**config.mk**
```make
export PLATFORM = sky130hd
export DESIGN_NAME = ffa_lock_ctrl
export DESIGN_NICKNAME = d
export VERILOG_FILES = /design/src/rtl/ffa_pkg.sv /design/src/rtl/ffa_gain_div.sv /design/src/rtl/ffa_code_pred.sv /design/src/rtl/ffa_lock_ctrl.sv
export SDC_FILE = /design/constraint.sdc
export NUM_CORES = 1
export LEC_CHECK = 0
export ABC_AREA = 1
export BUFFER_PORTS_ARGS = -buffer_cell sky130_fd_sc_hd__buf_2
export CORE_ASPECT_RATIO = 0.9
export CORE_UTILIZATION = 58
export CTS_BUF_LIST = sky130_fd_sc_hd__clkbuf_4
export CTS_CLUSTER_DIAMETER = 150
export DETAILED_ROUTE_END_ITERATION = 8
export HOLD_SLACK_MARGIN = 0.05
export PLACE_DENSITY = 0.74
export SLEW_MARGIN = 10
export SYNTH_ARGS = -nofsm -noshare
export SYNTH_HDL_FRONTEND = slang
export SYNTH_SLANG_ARGS = --single-unit
export TNS_END_PERCENT = 30
```
**constraint.sdc**
```tcl
create_clock -name clk -period 33.7 [get_ports clk]
set_input_delay 6.74 -clock clk [delete_from_list [all_inputs] [get_ports clk]]
set_output_delay 6.74 -clock clk [all_outputs]
set_load 0.01 [all_outputs]
```
**src/rtl/ffa_pkg.sv**
```systemverilog
package ffa_pkg;

   typedef enum logic [1:0] {
      ST_CENTER  = 2'd0,
      ST_OFFSET  = 2'd1,
      ST_PREDICT = 2'd2,
      ST_TRACK   = 2'd3
   } ffa_state_e;

endpackage

```
**src/rtl/ffa_gain_div.sv**
```systemverilog
// Fixed-point gain divider: integer part by parallel multiple compare,
// fractional part by the same compare on the scaled remainder.
module ffa_gain_div #(
   parameter int A_W  = 9,
   parameter int B_W  = 10,
   parameter int KI_W = 5,
   parameter int KF_W = 4
) (
   input  logic [A_W-1:0]       dividend_i,
   input  logic [B_W-1:0]       divisor_i,
   output logic [KI_W+KF_W-1:0] gain_o
);
   localparam int QI_MAX = (1 << KI_W) - 1;
   localparam int QF_MAX = (1 << KF_W) - 1;
   localparam int WW     = A_W + B_W + KI_W + KF_W + 1;

   if (KI_W < 1 || KF_W < 1) begin : g_chk_w
      $error("gain divider needs integer and fraction bits");
   end

   logic [WW-1:0]     a_w, b_w, rem_w, rem_s;
   logic [QI_MAX-1:0] int_ge;
   logic [QF_MAX-1:0] frac_ge;
   logic [KI_W-1:0]   q_int;
   logic [KF_W-1:0]   q_frac;
   logic              sat;

   assign a_w = WW'(dividend_i);
   assign b_w = WW'(divisor_i);

   for (genvar gi = 1; gi <= QI_MAX; gi++) begin : g_int
      assign int_ge[gi-1] = (a_w >= WW'(gi) * b_w);
   end
   assign q_int = KI_W'($countones(int_ge));

   assign rem_w = a_w - WW'(q_int) * b_w;
   assign rem_s = rem_w << KF_W;

   for (genvar gf = 1; gf <= QF_MAX; gf++) begin : g_frac
      assign frac_ge[gf-1] = (rem_s >= WW'(gf) * b_w);
   end
   assign q_frac = KF_W'($countones(frac_ge));

   assign sat    = (divisor_i == '0) || (a_w >= WW'(QI_MAX + 1) * b_w);
   assign gain_o = sat ? '1 : {q_int, q_frac};

endmodule

```
**src/rtl/ffa_code_pred.sv**
```systemverilog
// Code predictor: code + round(gain * err), forced minimum step, clamp.
module ffa_code_pred #(
   parameter int CODE_W        = 9,
   parameter int CODE_MAX      = 315,
   parameter int ERR_W         = 11,
   parameter int KW            = 9,
   parameter int KF_W          = 4,
   parameter bit ROUND_NEAREST = 1'b1
) (
   input  logic [CODE_W-1:0]       code_i,
   input  logic [KW-1:0]           gain_i,
   input  logic signed [ERR_W-1:0] err_i,
   output logic [CODE_W-1:0]       code_o
);
   localparam int PW = KW + ERR_W + 1;
   localparam int SW = PW + 2;
   localparam logic signed [SW-1:0] MAX_S = SW'(CODE_MAX);

   if (SW <= CODE_W + 1) begin : g_chk_sw
      $error("predictor sum too narrow");
   end

   logic signed [PW-1:0] prod, scaled, step;
   logic signed [SW-1:0] sum;

   assign prod = $signed({1'b0, gain_i}) * err_i;

   if (ROUND_NEAREST) begin : g_round_near
      localparam logic signed [PW-1:0] HALF = PW'(1 << (KF_W - 1));
      assign scaled = (prod + HALF) >>> KF_W;
   end else begin : g_round_floor
      assign scaled = prod >>> KF_W;
   end

   always_comb begin
      if (scaled == '0) begin
         step = err_i[ERR_W-1] ? {PW{1'b1}} : PW'(1);
      end else begin
         step = scaled;
      end
      sum = SW'(step) + $signed({{(SW-CODE_W){1'b0}}, code_i});
      if (sum < 0) begin
         code_o = '0;
      end else if (sum > MAX_S) begin
         code_o = CODE_W'(CODE_MAX);
      end else begin
         code_o = sum[CODE_W-1:0];
      end
   end

endmodule

```
**src/rtl/ffa_lock_ctrl.sv**
```systemverilog
module ffa_lock_ctrl
   import ffa_pkg::*;
#(
   parameter int CNT_W         = 10,
   parameter int CODE_W        = 9,
   parameter int CODE_MAX      = 315,
   parameter int STEP          = 32,
   parameter int KI_W          = 5,
   parameter int KF_W          = 4,
   parameter int PE_W          = 10,
   parameter int PE_LIMIT      = 63,
   parameter bit ROUND_NEAREST = 1'b1
) (
   input  logic                   clk,
   input  logic                   rst_n,
   input  logic [CNT_W-1:0]       cnt_i,
   input  logic                   cnt_vld_i,
   input  logic [CNT_W:0]         ratio_i,
   input  logic signed [PE_W-1:0] phase_err_i,
   output logic [CODE_W-1:0]      code_o,
   output logic                   acq_en_o,
   output logic                   lock_o
);
   localparam int KW    = KI_W + KF_W;
   localparam int ERR_W = CNT_W + 1;
   localparam int MID   = CODE_MAX / 2;
   localparam logic [CODE_W-1:0] CODE_MID_C = CODE_W'(MID);
   localparam logic [CODE_W-1:0] CODE_UP_C  = CODE_W'(MID + STEP);
   localparam logic [CODE_W-1:0] CODE_DN_C  = CODE_W'(MID - STEP);
   localparam logic signed [PE_W-1:0] PE_HI = PE_W'(PE_LIMIT);
   localparam logic signed [PE_W-1:0] PE_LO = -PE_HI;

   if (CODE_MAX >= (1 << CODE_W)) begin : g_chk_code
      $error("CODE_MAX does not fit CODE_W");
   end
   if (STEP < 1 || STEP > MID || MID + STEP > CODE_MAX) begin : g_chk_step
      $error("STEP must keep the second code inside the range");
   end
   if (PE_LIMIT < 0 || PE_LIMIT >= (1 << (PE_W - 1)) - 1) begin : g_chk_pe
      $error("PE_LIMIT does not fit PE_W");
   end

   ffa_state_e               state_q;
   logic [CODE_W-1:0]        code_q, prev_code_q, code_pred;
   logic [CNT_W-1:0]         prev_cnt_q;
   logic [KW-1:0]            k_q, k_div, k_upd, k_pred;
   logic                     above_q;
   logic [CNT_W:0]           half_ratio;
   logic signed [ERR_W-1:0]  err;
   logic                     hit, above, pe_big;
   logic [CODE_W-1:0]        dcode;
   logic [CNT_W-1:0]         dcnt;

   // target count and error
   assign half_ratio = ratio_i >> 1;
   assign hit        = ({1'b0, cnt_i} == half_ratio);
   assign above      = ({1'b0, cnt_i} > half_ratio);
   assign err        = $signed(half_ratio) - $signed({1'b0, cnt_i});
   assign pe_big     = (phase_err_i > PE_HI) || (phase_err_i < PE_LO);

   // two-point slope operands
   assign dcode = (code_q >= prev_code_q) ? code_q - prev_code_q : prev_code_q - code_q;
   assign dcnt  = (cnt_i >= prev_cnt_q) ? cnt_i - prev_cnt_q : prev_cnt_q - cnt_i;

   ffa_gain_div #(
      .A_W (CODE_W),
      .B_W (CNT_W),
      .KI_W(KI_W),
      .KF_W(KF_W)
   ) u_div (
      .dividend_i(dcode),
      .divisor_i (dcnt),
      .gain_o    (k_div)
   );

   // gain halves when the count crosses to the other side of the target
   assign k_upd  = (above != above_q) ? (k_q >> 1) : k_q;
   assign k_pred = (state_q == ST_OFFSET) ? k_div : k_upd;

   ffa_code_pred #(
      .CODE_W       (CODE_W),
      .CODE_MAX     (CODE_MAX),
      .ERR_W        (ERR_W),
      .KW           (KW),
      .KF_W         (KF_W),
      .ROUND_NEAREST(ROUND_NEAREST)
   ) u_pred (
      .code_i(code_q),
      .gain_i(k_pred),
      .err_i (err),
      .code_o(code_pred)
   );

   always_ff @(posedge clk or negedge rst_n) begin
      if (!rst_n) begin
         state_q     <= ST_CENTER;
         code_q      <= CODE_MID_C;
         prev_code_q <= CODE_MID_C;
         prev_cnt_q  <= '0;
         k_q         <= '0;
         above_q     <= 1'b0;
      end else if (cnt_vld_i) begin
         unique case (state_q)
            ST_CENTER: begin
               if (hit) begin
                  state_q <= ST_TRACK;
               end else begin
                  prev_code_q <= code_q;
                  prev_cnt_q  <= cnt_i;
                  code_q      <= above ? CODE_DN_C : CODE_UP_C;
                  state_q     <= ST_OFFSET;
               end
            end
            ST_OFFSET, ST_PREDICT: begin
               if (hit) begin
                  state_q <= ST_TRACK;
               end else begin
                  prev_code_q <= code_q;
                  prev_cnt_q  <= cnt_i;
                  code_q      <= code_pred;
                  k_q         <= k_pred;
                  above_q     <= above;
                  state_q     <= ST_PREDICT;
               end
            end
            ST_TRACK: begin
               if (pe_big) begin
                  state_q <= ST_CENTER;
                  code_q  <= CODE_MID_C;
               end
            end
         endcase
      end
   end

   assign code_o   = code_q;
   assign acq_en_o = (state_q != ST_TRACK);
   assign lock_o   = (state_q == ST_TRACK);

endmodule

```
## Word level (Yosys, flattened, before mapping)

Index checks and enable logic that the tools add are counted.
Widths: inputs -> output; s select.

| storage, ports and cells | value |
|---|---|
| register bits | 40 |
| input port bits | 34 |
| output and inout bits | 11 |
| logic and storage cells | 179 |

| operators by class | value |
|---|---|
| add/sub/neg operators | 52 |
| $mul | 28 |
| $lt $le $gt $ge | 54 |
| equality and inequality tests | 9 |
| mux-type cells | 18 |
| bitwise logic cells | 1 |
| reduce and logical (&&, ||, !) cells | 11 |

Operators with widths:

| operator | count |
|---|---|
| $ge 9x29->1 | 26 |
| $ge 29x29->1 | 11 |
| $mul 5x10->15 const A | 8 |
| $mul 4x10->14 const A | 8 |
| $mux 9 | 9 |
| $mul 3x10->13 const A | 6 |
| $add 5x5->5 | 14 |
| $mul 2x10->12 const A | 4 |
| $add 1x1->2 | 22 |
| $mux 21 | 2 |
| $ge 29x10->1 | 1 |
| $ge 29x11->1 | 1 |
| $ge 29x12->1 | 1 |
| $ge 29x13->1 | 1 |
| $pmux 9 s3 | 1 |
| $sub 9x25->25 | 1 |
| $add 4x4->4 | 6 |
| $add 21x10->22 | 1 |
| $gt 22x10->1 const B | 1 |
| $lt 22x1->1 const B | 1 |
| $add 21x5->21 const B | 1 |
| $logic_not 21->1 | 1 |
| $mul 10x11->21 | 1 |
| $sub 10x10->10 | 2 |
| 36 further kinds | 43 |

## Logic depth before layout (Yosys ltp)

Gate-level depths: netlist of run 1.

| depth | value |
|---|---|
| depth in word-level cells | 28 |
| gate-level depth with buffers | 140 |
| gate-level depth less buffers | 135 |

## By module

Synthesis of run 1 repeated with hierarchy kept, for this count alone.

| second synthesis, totals | value |
|---|---|
| cells, all modules | 4356 |
| area total of the unflattened synthesis | 30705.7 sq um |

By module, submodules not included:

| module | instances | cells each | area an instance (sq um) | seq. area each (sq um) |
|---|---|---|---|---|
| ffa_gain_div | 1 | 2910 | 20806.2 | 0.0 |
| ffa_code_pred | 1 | 854 | 5624.1 | 0.0 |
| ffa_lock_ctrl | 1 | 592 | 4275.4 | 1013.5 |

## Worst setup path before layout of run 1

No wires, ideal clock.

| path | value |
|---|---|
| kind | input-to-reg |
| start point | input cnt_i[0] |
| end point | register code_q[7], in the netlist code_o[7] |
| library setup time | 0.061 ns |
| data arrival time | 32.510 ns |
| data required time | 33.639 ns |
| setup slack | 1.129 ns |
| stages | 118 |
| path buffers | 4 |
| cells stage by stage | inv_1 ha_1 inv_1 fa_1 nand2_1 nand3_2 nand2_2 nand2_4 buf_12 inv_4 nand3_1 o211ai_1 xor2_1 inv_1 ha_1 inv_1 fa_1 inv_1 [82 not listed] fa_1 o21ai_0 a21oi_1 inv_1 a21oi_1 o21ai_0 a21oi_1 nor2_1 nand3_1 nand2_1 nand2_1 clkinv_1 nand3_1 o21ai_4 nor2_2 o21ai_1 nand2_1 nand2_1 |

| between the ends | value |
|---|---|
| word-level cells in the longest chain between the ends | 28 |
| elaborated cells between the ends (all ways) | 149 |
| classes of those cells | add/sub (50); mul (28); order compare (51); eq/ne (4); mux (12); reduce/logical (4) |

RTL lines:

| element | RTL line | RTL |
|---|---|---|
| start: declaration | ffa_lock_ctrl.sv:16 | `input logic [CNT_W-1:0] cnt_i,` |
| $sub 10x10->10 or $ge 10x10->1 (tied branches) | ffa_lock_ctrl.sv:63 | `assign dcnt = (cnt_i >= prev_cnt_q) ? cnt_i - prev_cnt_q : prev_cnt_q - cnt_i;` |
| $mux 10 | ffa_lock_ctrl.sv:63 |  |
| $mul 2x10->12, or another cell as far along | ffa_gain_div.sv:32, ffa_gain_div.sv:40 |  |
| $ge 9x29->1 | ffa_gain_div.sv:32 | `assign int_ge[gi-1] = (a_w >= WW'(gi) * b_w);` |
| $add 1x1->2 (not written as such) | ffa_gain_div.sv:34 | `assign q_int = KI_W'($countones(int_ge));` |
| $add 5x5->5 (not written as such) or $add 5x1->5 (tied branches) | ffa_gain_div.sv:34 |  |
| $add 5x5->5 (not written as such) (3 in a row) | ffa_gain_div.sv:34 |  |
| $mul 5x10->15 | ffa_gain_div.sv:36 | `assign rem_w = a_w - WW'(q_int) * b_w;` |
| [10 not listed] | - |  |
| $logic_not 21->1 | ffa_code_pred.sv:36 | `if (scaled == '0) begin` |
| $mux 21 | ffa_code_pred.sv:36 |  |
| $add 21x10->22 | ffa_code_pred.sv:41 | `sum = SW'(step) + $signed({{(SW-CODE_W){1'b0}}, code_i});` |
| $gt 22x10->1 | ffa_code_pred.sv:44 | `end else if (sum > MAX_S) begin` |
| $mux 9 | ffa_code_pred.sv:44 |  |
| $mux 9 | ffa_code_pred.sv:42 | `if (sum < 0) begin` |
| $mux 9 | ffa_lock_ctrl.sv:115 | `if (hit) begin` |
| $pmux 9 s3 | ffa_lock_ctrl.sv:103 | `unique case (state_q)` |
| end signal: assignment | ffa_lock_ctrl.sv:110 | `code_q <= above ? CODE_DN_C : CODE_UP_C;` |
| end signal: assignment | ffa_lock_ctrl.sv:120 | `code_q <= code_pred;` |
| end: declaration | ffa_lock_ctrl.sv:44 | `logic [CODE_W-1:0] code_q, prev_code_q, code_pred;` |

Several ways; a longest one is shown, not always the timed one. The select of a mux whose other input is x is not followed.
A chain may end at the register's enable or synchronous reset.

## Worst setup path after layout of run 1

| path | value |
|---|---|
| start point | input cnt_i[0] |
| end point | register code_q[1], in the netlist code_o[1] |

Same word-level chain as after synthesis.

==> results of run 1 <==
stage by stage:
step	TNS, ns	util	hold slack, ns	area, um^2	worst slack, ns
finish	0	0.642	0.506	30800	1.38
global route	-0.0610	0.642	0.530	30800	-0.0226
CTS	0	0.641	0.507	30800	1.15
detailed placement	0	0.639	0.473	30700	0.883
global placement	0	0.639	0.465	30700	0.964
floorplan	0	-	0.453	28300	1.13
cells in the mapped netlist, drive strengths merged (11+ instances only):
| cell type | instances | area, um^2 |
|---|---|---|
| nand3 | 195 | 1030 |
| fa | 244 | 4880 |
| xor2 | 122 | 1080 |
| clkbuf | 26 | 97.6 |
| o211ai | 14 | 105 |
| dfrtp | 30 | 751 |
| nor3 | 36 | 185 |
| a221oi | 11 | 96.3 |
| a21oi | 301 | 1510 |
| a21o | 21 | 158 |
| a211oi | 19 | 143 |
| a31oi | 17 | 106 |
| xnor2 | 62 | 543 |
| ha | 667 | 8350 |
| or2 | 12 | 75.1 |
| o21ai | 145 | 752 |
| o31ai | 13 | 97.6 |
| nand2 | 603 | 2380 |
| o21bai | 51 | 383 |
| inv | 730 | 2740 |
| buf | 11 | 105 |
| nor2 | 331 | 1290 |
| nand4 | 51 | 340 |
| o21a | 18 | 135 |
layout make-up:
type                    count  area (um^2)
flip-flops and latches     40         1010
fillers                  4386        17200
clock inverters             2         35.0
clock buffers               6         45.0
repair buffers            245         1770
diodes                      1         2.50
inverters                 734         2760
well taps                 624          781
multi-input cells        3022        24400
placed cells by master (no fill, tap or decap), drive strengths merged, types with 14 or more instances in the layout:
cell type and instances:
nand4 51, o211ai 14, nand3 195, ha 667, o21ai 145, fa 244
inv 730, nand2 603, dfrtp 30, a31oi 17, xnor2 62, nor2 331
o21a 18, a211oi 19, buf 245, a21oi 301, nor3 36, xor2 122
o21bai 51, a21o 21
metal layers:
| layer | part of all wire | global-route usage |
|---|---|---|
| met1 | 0.45 | 0.507 |
| met5 | 0.00032 | 0 |
| met2 | 0.43 | 0.581 |
| met4 | 0.041 | 0.119 |
| met3 | 0.084 | 0.0498 |
critical path, delay by kind of cell:
family | cells | cell delay, ns
adder cells (fa/ha/maj) | 30 | 12.72
buffers and inverters | 22 | 2.25
AO/OA/AOI/OAI | 22 | 3.56
AND/OR/NAND/NOR | 43 | 6.31
XOR/XNOR | 5 | 0.96
kinds of logic after synthesis:
logic type,count (synthesis),share of synthesized area
xor gates and xnor gates,184,0.0571
AOI/OAI and AO/OA,665,0.141
adders and majority gates,911,0.467
DFF,40,0.0358
and+or+nand+nor,1262,0.195
buffers and inverters,771,0.104
path summary, 6_finish.rpt:
path	startpoint	to	cells past startpoint
max reg2reg	prev_cnt_q[0]	code_o[1]	120
max in group asynchronous	rst_n	code_o[8]	1
max	cnt_i[0]	code_o[1]	122
min in group asynchronous	rst_n	k_q[1]	1
min reg2reg	prev_code_q[8]	prev_code_q[8]	2
min	prev_code_q[8]	prev_code_q[8]	2
timing repair:
action,4_1_cts,5_1_grt
buffers inserted,0,3
setup endpoints to repair,0,9
gates resized for setup,0,13
sequential cells by signal (all words and copies together), names as in the netlist:
| name | cells |
|---|---|
| prev_cnt_q | 10 |
| state_q | 2 |
| k_q | 9 |
| code_o | 9 |
| prev_code_q | 9 |
| above_q | 1 |
==> results.yml, run 1 <==
outcome:
  outcome: "finished, violations left"
  violations: "DRC"
sta:
  setup_viol: 0
  slew_headroom: 0.234
  slew_violations: 0
  hold_viol: 0
  fin_worst_skew_ns: 0.0250
  max_slew.worst_pin.slew_ns: 1.15
  final.min_clock_period_ns: 32.32
  period_share: 0.959
  fmax_mhz: 30.9
routing:
  antenna_left: 0
  drt_wl_total_um: 89400
  drt-pass1-iter-count: 9
  via_per_inst: 5.69
  vias: 26600
  wire_per_inst_um: 19.1
  drc: 1
  drtIter0Drc: 2210
setup_path:
  endpoint_kind: "flop"
  cp.arrival_ns: 32.57
  cp-start-kind: "input port"
  crit_type: "input port to flop"
  reg2reg_slack_ns: 7.57
  path_max_fanout: 19
  cpPeakStageDelay_ns: 0.56
  cp_data_required_time_ns: 33.94
  critPathSlowestCell: "fa_1"
  crit_top_cell: "nand2_1"
clocking:
  cts_hold_buf: 0
  cts.clk_slew.worst_paths_ns: 0.14
  numCtsBuffers: 5
  clock_latency_ns: 0.38
  h-tree-depth: 2
  cts-root-buf: "clkbuf_4"
  clock-sinks: 40
  cts_buffer_depth: 2
  cts_tree: "yes"
synth:
  async_reset_ff_frac: 1.00
  ys.flop_type: "dfrtp_1"
  syn_avg_cell_area_um2: 7.39
  synth_nets: 4778
  syn_area_mm2: 0.0283
  synth_warnings: 0
  syn_inst: 3833
  synth-edff-count: 0
  yosysSeqAreaShare: 0.0358
  synth_cell_type_count: 70
  ys_seq_elements: 40
place:
  placed_cells: 4662
  place_congestion: 1.06
  io_buffers: 43
  hpwl_um: 75300
global_routing:
  grt_pass1_vias: 25800
  grt_max_degree: 41
  grt.total_usage: 0.364
  overflow: 0
  grt_pass1_wl_um: 141000
  antenna_found_initial: 2
floorplan:
  start_util: 0.590
  num_rows: 76
  io_pins: 45
  die-width_um: 235
  die-area_mm2: 0.0498
  die_y_um: 212
  coreArea_mm2: 0.0480
final_layout:
  drive_gt1_frac: 0.0916
  synthToLayoutAreaGrowth_pct: 8.78
  instances_no_fill: 4674
  nets: 4993
hold_path:
  holdCritPathClass: "flop to flop"
run:
  drv_cap: 0
Power of run 1 is not shown: default switching activity piles up to over one toggle a cycle in this logic, so the estimate is an artifact.
==> inputs of run 2 (changes only) <==
--- a/config.mk
+++ b/config.mk
@@ -5,7 +5,6 @@
 export SDC_FILE = /design/constraint.sdc
 export NUM_CORES = 1
 export LEC_CHECK = 0
-export ABC_AREA = 1
 export BUFFER_PORTS_ARGS = -buffer_cell sky130_fd_sc_hd__buf_2
 export CORE_ASPECT_RATIO = 0.9
 export CORE_UTILIZATION = 58
@@ -18,4 +17,3 @@
 export SYNTH_ARGS = -nofsm -noshare
 export SYNTH_HDL_FRONTEND = slang
 export SYNTH_SLANG_ARGS = --single-unit
-export TNS_END_PERCENT = 30
==> constraint.sdc (replaced) <==
create_clock -name clk -period 32.3 [get_ports clk]
set_input_delay 6.46 -clock clk [delete_from_list [all_inputs] [get_ports clk]]
set_output_delay 6.46 -clock clk [all_outputs]
set_load 0.01 [all_outputs]
==> run 2 against run 1 <==
- the run now ends clean
- final cell count rose by 2.8%
- critical path depth rose by 2
- die area fell by 2.4%
==> results.yml, run 2 <==
routing:
  drtIter0Drc: 1901
  vias: 28200
  drt-pass1-iter-count: 8
  wire_per_inst_um: 20.6
  drt_wl_total_um: 99100
  drc: 0
  via_per_inst: 5.87
  antenna_left: 0
clocking:
  cts_hold_buf: 0
  cts_buffer_depth: 2
  clock-sinks: 40
  h-tree-depth: 2
  cts.clk_slew.worst_paths_ns: 0.13
  cts-root-buf: "clkbuf_4"
  clock_latency_ns: 0.40
  numCtsBuffers: 5
  cts_tree: "yes"
sta:
  hold_viol: 0
  tns_ns: 0
  fin_worst_skew_ns: 0.0103
  slew_violations: 0
  slew_headroom: 0.176
  setup_viol: 0
  final.min_clock_period_ns: 32.06
  period_share: 0.993
  fmax_mhz: 31.2
  max_slew.worst_pin.slew_ns: 1.23
  rsz0062_at_grt: "yes"
setup_path:
  cpPeakStageDelay_ns: 0.58
  critPathSlowestCell: "fa_1"
  crit_type: "input port to flop"
  cp_data_required_time_ns: 32.55
  endpoint_kind: "flop"
  reg2reg_slack_ns: 6.00
  reg2reg_depth: 122
  r2r-end: "code_o[8]"
  path_max_fanout: 7
  cp.arrival_ns: 32.31
  r2r-start: "prev_cnt_q[0]"
  crit_top_cell: "fa_1"
  cp-start-kind: "input port"
place:
  hpwl_um: 80800
  place_congestion: 1.03
  io_buffers: 43
synth:
  ys.flop_type: "dfrtp_1"
  synth_top_area_frac: 0.302
  synth_cell_type_count: 102
  ys_seq_elements: 40
  synth_nets: 4287
  synth-edff-count: 0
  netlist_top_cells_area: "ha_1 30%, fa_1 18%, inv_1 6.8%, a21oi_1 4.6%, xnor2_1 4.5%"
  yosysSeqAreaShare: 0.0367
  syn_area_mm2: 0.0276
  syn_avg_cell_area_um2: 8.27
  syn_inst: 3342
  synth_common_cells: "667 x ha_1, 499 x inv_1, 253 x a21oi_1"
  async_reset_ff_frac: 1.00
  synth_warnings: 0
  yosysMostFrequentCell: "ha_1"
  synth_top_area_cell: "ha_1"
global_routing:
  grt_max_degree: 41
  antenna_found_initial: 3
  grt.total_usage: 0.395
  grt_pass1_wl_um: 150000
  overflow: 0
  grt_pass1_vias: 28900
hold_path:
  hold_depth: 2
  holdCritPathClass: "flop to flop"
  hp-start: "prev_code_q[7]"
  min_to: "prev_code_q[7]"
floorplan:
  io_pins: 45
  coreArea_mm2: 0.0468
  num_rows: 75
  die-width_um: 232
  start_util: 0.590
  die-area_mm2: 0.0485
  die_y_um: 209
final_layout:
  largest_reg_flops: 10
  drive_gt1_frac: 0.296
  seqCellArea_mm2: 0.00101
  synthToLayoutAreaGrowth_pct: 32.7
  num-fill-cells: 3250
  mostFrequentLayoutCell: "buf_4"
  multi_input_area_mm2: 0.0261
  regMostFlops: "prev_cnt_q"
  layout_common_cells: "805 x buf_4, 614 x ha_1, 466 x inv_1"
  nets: 5130
run:
  drv_cap: 0
outcome:
  outcome: "finished clean"
## run 2: cell types whose count changed after synthesis, moves of 81 or more
cell	change
xnor2_1	+81
nor2_1	-107
nand3_1	-134
nor2b_1	+84
nand2_1	-404
a21o_1	+103
inv_1	-221
## run 2: final cells by class
cell class,instances,area share
Inverter,504,0.0521
Tap cell,616,0.0210
Clock inverter,3,0.00123
Multi-Input combinational cell,2749,0.712
Timing Repair Buffer,885,0.185
Clock buffer,5,0.00102
Sequential cell,40,0.0276
Antenna cell,1,0.0000682
## run 2: kinds of logic (layout without fill, tap and decap cells)
| logic type | Yosys count | count (layout) | synth area share |
|---|---|---|---|
| other cells | 0 | 1 | 0 |
| flops | 40 | 40 | 0.0367 |
| compound gates | 801 | 801 | 0.185 |
| mux | 24 | 24 | 0.00919 |
| xor+xnor | 192 | 192 | 0.0608 |
| simple gates | 817 | 817 | 0.151 |
| fa+ha+maj | 915 | 915 | 0.480 |
| buf+inv | 553 | 1397 | 0.0770 |
## run 2: what timing repair did
item | 4_1_cts | 5_1_grt
endpoints found under the setup margin | 9 | 9
resized for setup | 71 | 268
gates cloned | 0 | 1
pin swaps | 33 | 226
hold endpoints to repair | 0 | 0
setup buffers | 13 | 48
## run 2: worst max path at each step
stage                   from        end  cells past startpoint
finish              cnt_i[0]  code_o[8]                    124
global placement    cnt_i[0]  code_o[8]                    116
CTS                 cnt_i[0]  code_o[8]                    118
detailed placement  cnt_i[0]  code_o[1]                    111
floorplan           cnt_i[0]  code_o[8]                    109
global route        cnt_i[0]  code_o[8]                    131
## run 2: critical path: cells and delay by family
family	cells	cell delay [ns]
AOI/OAI and AO/OA	34	5.87
buffers and inverters	31	3.14
adders and majority gates	32	12.39
muxes	2	0.62
and+or+nand+nor	20	2.94
xor gates and xnor gates	5	0.86
## run 2: stage by stage
stage | std cells | area (um^2) | setup slack, ns | hold WS, ns | utilization
finish | 4803 | 36700 | 0.241 | 0.506 | 0.784
CTS | 4755 | 35100 | 0.00859 | 0.504 | 0.750
global placement | 4734 | 34600 | -1.16 | 0.463 | 0.739
global route | 4802 | 36700 | -0.591 | 0.536 | 0.784
detailed placement | 4734 | 34600 | -1.67 | 0.473 | 0.739
floorplan | 3342 | 27800 | 0.0381 | 0.449 | -
## run 2: layer usage
metal / vias up / part of all wire / routed length (um) / global-route usage
li1: 13200 / - / - / -
met1: 13500 / 0.39 / 38500 / 0.474
met2: 1174 / 0.47 / 46400 / 0.674
met3: 390 / 0.073 / 7250 / 0.0543
met4: 2 / 0.070 / 6900 / 0.227
met5: - / 0.000081 / 8 / 0.00101
Power of run 2 is left out for the same reason.
